`src/rtl/flash_pf_pkg.sv`:
```
package flash_pf_pkg;

  // number of buffered lines (must be at least 2)
  parameter int unsigned PF_ENTRIES = 2;
  localparam int unsigned IDX_W = $clog2(PF_ENTRIES);

  typedef enum logic [1:0] {
    RD_DATA,
    RD_DEMAND,
    RD_PREF
  } rdKind_t;

  // strobes from control to datapath
  typedef struct packed {
    logic             fillEn;     // write arrData into a buffer entry
    logic [IDX_W-1:0] fillIdx;
    logic             iLoad;      // load instruction read register
    logic             iFromFill;  // take the word from arrData (forward)
    logic [IDX_W-1:0] iIdx;       // buffer entry that hit
    logic             iHi;        // upper word of the line
    logic             dLoad;      // load data read register
    logic             dHi;
  } dpStrobe_t;

endpackage

```
`src/rtl/flash_pf_ctrl.sv`:
```
module flash_pf_ctrl
  import flash_pf_pkg::*;
#(
  parameter int unsigned AW = 12
) (
  input  logic          clk,
  input  logic          rstN,
  input  logic [1:0]    waitCfg,
  input  logic          iReq,
  input  logic [AW-1:0] iAddr,
  input  logic          dReq,
  input  logic          dDma,
  input  logic [AW-1:0] dAddr,
  output logic          iDone,
  output logic          dDone,
  output logic          arrEn,
  output logic [AW-2:0] arrAddr,
  output dpStrobe_t     strb
);

  localparam int unsigned LAW = AW - 1;
  localparam int unsigned ENT = PF_ENTRIES;

  // array read state
  logic           busy;
  rdKind_t        kind;
  logic [1:0]     cnt;
  logic [LAW-1:0] lineAddr;
  logic           dHiQ;
  logic           dmaQ;
  logic           dmaGap;

  // buffer bookkeeping
  logic [ENT-1:0]   validQ;
  logic [LAW-1:0]   tagQ [ENT];
  logic [IDX_W-1:0] fillPtr;

  logic iDoneQ;
  logic dDoneQ;

  // lookup
  logic [LAW-1:0]   iLine;
  logic [LAW-1:0]   nextLine;
  logic             bufHit;
  logic             nextIn;
  logic [IDX_W-1:0] hitIdx;

  assign iLine    = iAddr[AW-1:1];
  assign nextLine = iLine + 1'b1;

  always_comb begin
    bufHit = 1'b0;
    nextIn = 1'b0;
    hitIdx = '0;
    for (int e = 0; e < ENT; e++) begin
      if (validQ[e] && tagQ[e] == iLine) begin
        bufHit = 1'b1;
        hitIdx = IDX_W'(e);
      end
      if (validQ[e] && tagQ[e] == nextLine) nextIn = 1'b1;
    end
  end

  // decisions
  logic       complete;
  logic       fwd;
  logic       iHit;
  logic       iMiss;
  logic       abortNow;
  logic       free;
  logic       launchData;
  logic       launchDemand;
  logic       launchPref;
  logic [1:0] wsEff;

  assign complete     = busy && (cnt == 2'd0);
  assign fwd          = complete && (kind != RD_DATA) && (lineAddr == iLine);
  assign iHit         = iReq && (bufHit || fwd);
  assign iMiss        = iReq && !bufHit && !fwd;
  assign abortNow     = busy && (kind == RD_PREF) && !complete && iMiss && (lineAddr != iLine);
  assign free         = !busy || abortNow;
  assign launchData   = free && dReq && !dmaGap;
  assign launchDemand = free && !launchData && iMiss;
  assign launchPref   = free && !launchData && !iMiss && iHit && iAddr[0] && !nextIn;
  assign wsEff        = (waitCfg == 2'd3) ? 2'd2 : waitCfg;

  always_ff @(posedge clk or negedge rstN) begin
    if (!rstN) begin
      busy     <= 1'b0;
      kind     <= RD_DATA;
      cnt      <= 2'd0;
      lineAddr <= '0;
      dHiQ     <= 1'b0;
      dmaQ     <= 1'b0;
      dmaGap   <= 1'b0;
      validQ   <= '0;
      fillPtr  <= '0;
      iDoneQ   <= 1'b0;
      dDoneQ   <= 1'b0;
      for (int e = 0; e < ENT; e++) tagQ[e] <= '0;
    end else begin
      iDoneQ <= iHit;
      dDoneQ <= complete && (kind == RD_DATA);

      if (free) dmaGap <= 1'b0;
      else if (complete && kind == RD_DATA) dmaGap <= dmaQ;

      if (launchData || launchDemand || launchPref) begin
        busy <= 1'b1;
        cnt  <= wsEff;
        if (launchData) begin
          kind     <= RD_DATA;
          lineAddr <= dAddr[AW-1:1];
          dHiQ     <= dAddr[0];
          dmaQ     <= dDma;
        end else if (launchDemand) begin
          kind     <= RD_DEMAND;
          lineAddr <= iLine;
        end else begin
          kind     <= RD_PREF;
          lineAddr <= nextLine;
        end
      end else if (complete) begin
        busy <= 1'b0;
        if (kind != RD_DATA) begin
          validQ[fillPtr] <= 1'b1;
          tagQ[fillPtr]   <= lineAddr;
          if (fillPtr == IDX_W'(ENT - 1)) fillPtr <= '0;
          else fillPtr <= fillPtr + 1'b1;
        end
      end else if (busy) begin
        cnt <= cnt - 1'b1;
      end
    end
  end

  assign iDone   = iDoneQ;
  assign dDone   = dDoneQ;
  assign arrEn   = busy;
  assign arrAddr = lineAddr;

  always_comb begin
    strb           = '0;
    strb.fillEn    = complete && (kind != RD_DATA);
    strb.fillIdx   = fillPtr;
    strb.iLoad     = iHit;
    strb.iFromFill = fwd;
    strb.iIdx      = hitIdx;
    strb.iHi       = iAddr[0];
    strb.dLoad     = complete && (kind == RD_DATA);
    strb.dHi       = dHiQ;
  end


  rd_hold_chk: assert property (@(posedge clk) disable iff (!rstN)
    (busy && cnt != 2'd0 && !abortNow) |=>
      (busy && $stable(lineAddr) && cnt == $past(cnt) - 2'd1));


  one_launch_chk: assert property (@(posedge clk) disable iff (!rstN)
    $onehot0({launchData, launchDemand, launchPref}));


  dma_gap_chk: assert property (@(posedge clk) disable iff (!rstN)
    (busy && cnt == 2'd0 && kind == RD_DATA && dmaQ) |-> ##2 !(busy && kind == RD_DATA));


  no_alloc_chk: assert property (@(posedge clk) disable iff (!rstN)
    (busy && kind == RD_DATA) |=> $stable(validQ));

endmodule

```
`src/rtl/flash_pf_dp.sv`:
```
module flash_pf_dp
  import flash_pf_pkg::*;
(
  input  logic        clk,
  input  logic        rstN,
  input  dpStrobe_t   strb,
  input  logic [63:0] arrData,
  output logic [31:0] iRdata,
  output logic [31:0] dRdata
);

  logic [63:0] lineQ [PF_ENTRIES];

  for (genvar g = 0; g < PF_ENTRIES; g++) begin : gEntry
    always_ff @(posedge clk or negedge rstN) begin
      if (!rstN) lineQ[g] <= '0;
      else if (strb.fillEn && strb.fillIdx == IDX_W'(g)) lineQ[g] <= arrData;
    end


    fill_store_chk: assert property (@(posedge clk) disable iff (!rstN)
      (strb.fillEn && strb.fillIdx == IDX_W'(g)) |=> (lineQ[g] == $past(arrData)));
  end

  logic [63:0] iSrc;
  assign iSrc = strb.iFromFill ? arrData : lineQ[strb.iIdx];

  always_ff @(posedge clk or negedge rstN) begin
    if (!rstN) begin
      iRdata <= '0;
      dRdata <= '0;
    end else begin
      if (strb.iLoad) iRdata <= strb.iHi ? iSrc[63:32] : iSrc[31:0];
      if (strb.dLoad) dRdata <= strb.dHi ? arrData[63:32] : arrData[31:0];
    end
  end

endmodule

```
`src/rtl/flash_read_accel.sv`:
```
module flash_read_accel
  import flash_pf_pkg::*;
#(
  parameter int unsigned AW = 12
) (
  input  logic          clk,
  input  logic          rstN,
  input  logic [1:0]    waitCfg,
  input  logic          iReq,
  input  logic [AW-1:0] iAddr,
  output logic          iDone,
  output logic [31:0]   iRdata,
  input  logic          dReq,
  input  logic          dDma,
  input  logic [AW-1:0] dAddr,
  output logic          dDone,
  output logic [31:0]   dRdata,
  output logic          arrEn,
  output logic [AW-2:0] arrAddr,
  input  logic [63:0]   arrData
);

  dpStrobe_t strb;

  flash_pf_ctrl #(.AW(AW)) u_ctrl (
    .clk     (clk),
    .rstN    (rstN),
    .waitCfg (waitCfg),
    .iReq    (iReq),
    .iAddr   (iAddr),
    .dReq    (dReq),
    .dDma    (dDma),
    .dAddr   (dAddr),
    .iDone   (iDone),
    .dDone   (dDone),
    .arrEn   (arrEn),
    .arrAddr (arrAddr),
    .strb    (strb)
  );

  flash_pf_dp u_dp (
    .clk     (clk),
    .rstN    (rstN),
    .strb    (strb),
    .arrData (arrData),
    .iRdata  (iRdata),
    .dRdata  (dRdata)
  );

endmodule

```
`config.mk`:
```
export PLATFORM = sky130hd
export DESIGN_NAME = flash_read_accel
export DESIGN_NICKNAME = d
export VERILOG_FILES = /design/src/rtl/flash_pf_pkg.sv /design/src/rtl/flash_pf_ctrl.sv /design/src/rtl/flash_pf_dp.sv /design/src/rtl/flash_read_accel.sv
export SDC_FILE = /design/constraint.sdc
export NUM_CORES = 1
export LEC_CHECK = 0
export BUFFER_PORTS_ARGS = -buffer_cell sky130_fd_sc_hd__buf_4
export CAP_MARGIN = 20
export CORE_MARGIN = 2
export CORE_UTILIZATION = 60
export DETAILED_ROUTE_END_ITERATION = 7
export PLACE_DENSITY = 0.95
export SETUP_SLACK_MARGIN = 0.4
export SLEW_MARGIN = 40
export SYNTH_ARGS = -nofsm -noshare
export SYNTH_HDL_FRONTEND = slang
export SYNTH_SLANG_ARGS = --single-unit
```
`constraint.sdc`:
```
create_clock -name clk -period 8.2 [get_ports clk]
set_input_delay 2.46 -clock clk [delete_from_list [all_inputs] [get_ports clk]]
set_output_delay 2.46 -clock clk [all_outputs]
set_load 0.05 [all_outputs]
```
==> metrics.md <==
| Metric | Value |
|---|---|
| Outcome | `completed` |
| Row count | `51` |
| Critical path data required time | `8610 ps` |
| Wirelength per Cell | `~22 µm` |
| Max Root-Sink Buffers | `3` |
| Most frequent cells in the layout | `dfrtp_1 (237), buf_4 (177), mux2_2 (153)` |
| Congestion Overflow GR | `0` |
| Slew headroom | `46.3%` |
| Netlist cell types | `~70` |
| CP Capture Type | `flop` |
| Pre-CTS setup slack | `approximately 2600 ps` |
| Clk slew on worst S/H paths | `about 60 ps` |
| CTS root buffer | `clkbuf_16` |
| Largest net degree at the start of global routing | `115` |
| Cells after synthesis | `979` |
| Final wirelength | `between 30,000 and 40,000 µm` |
| Hold Crit Class | `flop to flop` |
| CTS tree | `done` |
| FF+latch count, synth | `approximately 240` |
| Max Cap Violations | `0` |
| EDFF count, synth | `0` |
| GRT Util Overall | `between 20% and 30%` |
| Final core occ | `between 70% and 80%` |
| Setup Skew | `12.0 ps` |
| Antenna Cells | `0` |
| # setup viols final | `0` |
| Setup crit start kind | `primary input` |
| # Post-CTS Setup Buffers | `0` |
| Leak pwr | `about 6.2 nW` |
| DR iter-0 viols | `a little over 600` |
| CTS resizes | `0` |
| Placed cell areas | `around 0.013 mm²` |
| Max FO, Critical Path | `8` |
| CTS Hold Bufs | `0` |
| Hold Path Depth | `2` |
| Seq/Total Area, Yosys | `approximately 50%` |
| Hold slack | `483 ps` |
| Synth async-reset ratio | `100%` |
| WP data arrival | `around 5400 ps` |
| Final worst slack | `3200 ps` |
| Final Instance Area | `0.0143 mm²` |
| Clock latency at the later pin of the worst-skew pair | `around 520 ps` |
| Fin. max-slew vios | `0` |
| FMAX | `~200 MHz` |
| I/O pins | `about 170` |
| Initial Util | `roughly 61%` |
| R2r endpoint | `u_ctrl.arrAddr[3]` |
| Crit path kind | `primary input to flop` |
| Crit share post-route | `about three fifths` |
| Post-Syn Area | `0.0120 mm²` |
| Via count | `about 8,600` |
| Die area | `roughly 0.021 mm²` |
| # clock sinks | `238` |
| Routed Antenna Nets | `0` |
| DR DRC count | `0` |
| Fin crit period | `~5000 ps` |
| Power per cell area | `~360 mW/mm²` |
| Top FF cell, synth | `dfrtp_1` |
| Final GP Congestion | `~0.90` |
| Setup TNS | `0 ps` |
| Post-DP HPWL | `20,300 µm` |
| Worst r2r src | `u_ctrl.tagQ[17]` |
| Port Buffers | `172` |
| Worst hold start | `u_dp.iRdata[23]` |
| First-pass iteration count of the detailed router | `5` |
| R2r setup slk | `around 5000 ps` |
| Hold EP | `u_dp.iRdata[23]` |
| Core ar. | `0.0195 mm²` |
| Unrepaired setup endpoints after global routing | `false` |
| First-pass GRT wire length | `roughly 50,000 µm` |
| Synth warnings | `0` |
| Vias/cell | `approximately 6.1` |
| FF-to-FF path depth | `8` |
| TritonCTS Buffers | `24` |
| Most common cell after layout, fill and taps aside | `dfrtp_1` |
| Htree depth | `1` |
| Final #Nets | `1,218` |
| Die Y-Extent | `roughly 150 µm` |
| Vias in the first global route | `approximately 9,100` |
| Syn avg cell area | `around 12 µm²` |
| Area Growth Syn to Fin | `18.8%` |
| Final number of hold-violating endpoints | `0` |
| Slew @ Worst Pin | `806 ps` |
| Layout cell share with drive strength beyond 1 | `between 30 and 40%` |
| Initial antenna violation count | `0` |
| Peak supply drop | `~0.00027 V` |
| Syn Nets | `1,076` |
| Chip Width | `between 100 and 150 µm` |
[cells in the mapped netlist (all sizes together) (2+ instances only)]
cell / instances / share of area [%]
a211oi: 2 / 0.17
a21oi: 39 / 1.6
a221o: 6 / 0.50
a221oi: 2 / 0.20
a22oi: 3 / 0.19
and2: 2 / 0.13
and3: 4 / 0.21
and4: 3 / 0.24
buf: 27 / 1.3
clkbuf: 41 / 1.3
dfrtp: 238 / 50
ha: 2 / 0.21
inv: 7 / 0.22
mux2: 160 / 15
mux2i: 68 / 5.7
mux4: 32 / 6.0
nand2: 83 / 2.6
nand2b: 5 / 0.26
nand3: 14 / 0.63
nand3b: 3 / 0.19
nand4: 11 / 0.63
nor2: 44 / 1.4
nor2b: 2 / 0.10
nor3: 9 / 0.47
nor4: 7 / 0.54
nor4b: 3 / 0.22
o2111ai: 2 / 0.15
o211ai: 4 / 0.25
o21a: 2 / 0.13
o21ai: 78 / 3.3
o41ai: 3 / 0.44
or3: 4 / 0.21
or4: 3 / 0.19
xnor2: 37 / 3.4
xor2: 14 / 1.0
[worst max path at each step]
stage | startpoint | end
final | iAddr[1] | u_ctrl.arrAddr[3]
after global routing | iAddr[1] | u_ctrl.arrAddr[3]
after CTS | iAddr[1] | u_ctrl.arrAddr[2]
after detailed placement | iAddr[1] | u_ctrl.arrAddr[3]
after global placement | iAddr[1] | u_ctrl.arrAddr[10]
after floorplan | iAddr[1] | u_ctrl.arrAddr[4]
[state kept, by name, summed over array words and instances, names as in the netlist, 2 cells and up]
register	cells
u_ctrl.kind	2
u_ctrl.tagQ	22
u_ctrl.validQ	2
u_dp.lineQ	128
u_ctrl.cnt	2
u_dp.dRdata	32
u_dp.iRdata	32
u_ctrl.arrAddr	11
[metal layers]
layer  up-vias  share of wire (%)  track usage [%]
li1       3832                  -                -
met4         0                3.0             9.31
met3        68                5.9             5.17
met1      4367                 41             38.7
met2       293                 51             49.1
met5         -                  0                0
[final cells by class]
type / instances / area [µm²]
Fill cell: 1290 / 5270
Sequential cell: 238 / 5960
Timing Repair Buffer: 184 / 1430
Tap cell: 265 / 332
Clock buffer: 37 / 689
Inverter: 7 / 26.3
Multi-Input combinational cell: 666 / 5760
Clock inverter: 5 / 65.1
[power by group]
group | leakage, nW | internal [mW] | switching, mW | total (mW)
sequential | 2.88 | 1.68 | 0.429 | 2.11
combinational | 2.96 | 0.956 | 1.06 | 2.01
clock | 0.369 | 0.611 | 0.445 | 1.06
[cell families after synthesis]
group / after synthesis / share of synthesized area, %
buffers and inverters: 75 / 2.84
adder cells (fa/ha/maj): 3 / 0.302
AO/OA/AOI/OAI: 152 / 7.68
flip-flops: 238 / 49.6
XOR/XNOR: 51 / 4.38
multiplexers: 260 / 26.9
AND/OR/NAND/NOR: 200 / 8.27
[through the flow]
step                      power [mW]  std cells
final                           5.18       1402
after global routing            5.44       1402
after CTS                       5.18       1400
after detailed placement        4.10       1358
after global placement          3.98       1358
after floorplan                 3.49        979
[critical path, cell delays in order]
cell and delay (ps):
buf_4 160, ha_1 300, and4_1 450, nand2_1 120, nor4b_1 260, o21ai_1 140, a2111oi_2 340, a221oi_2 180
nor3_4 420, buf_6 220, mux2_2 340
Note: power is estimated with default switching activity, not from simulation.
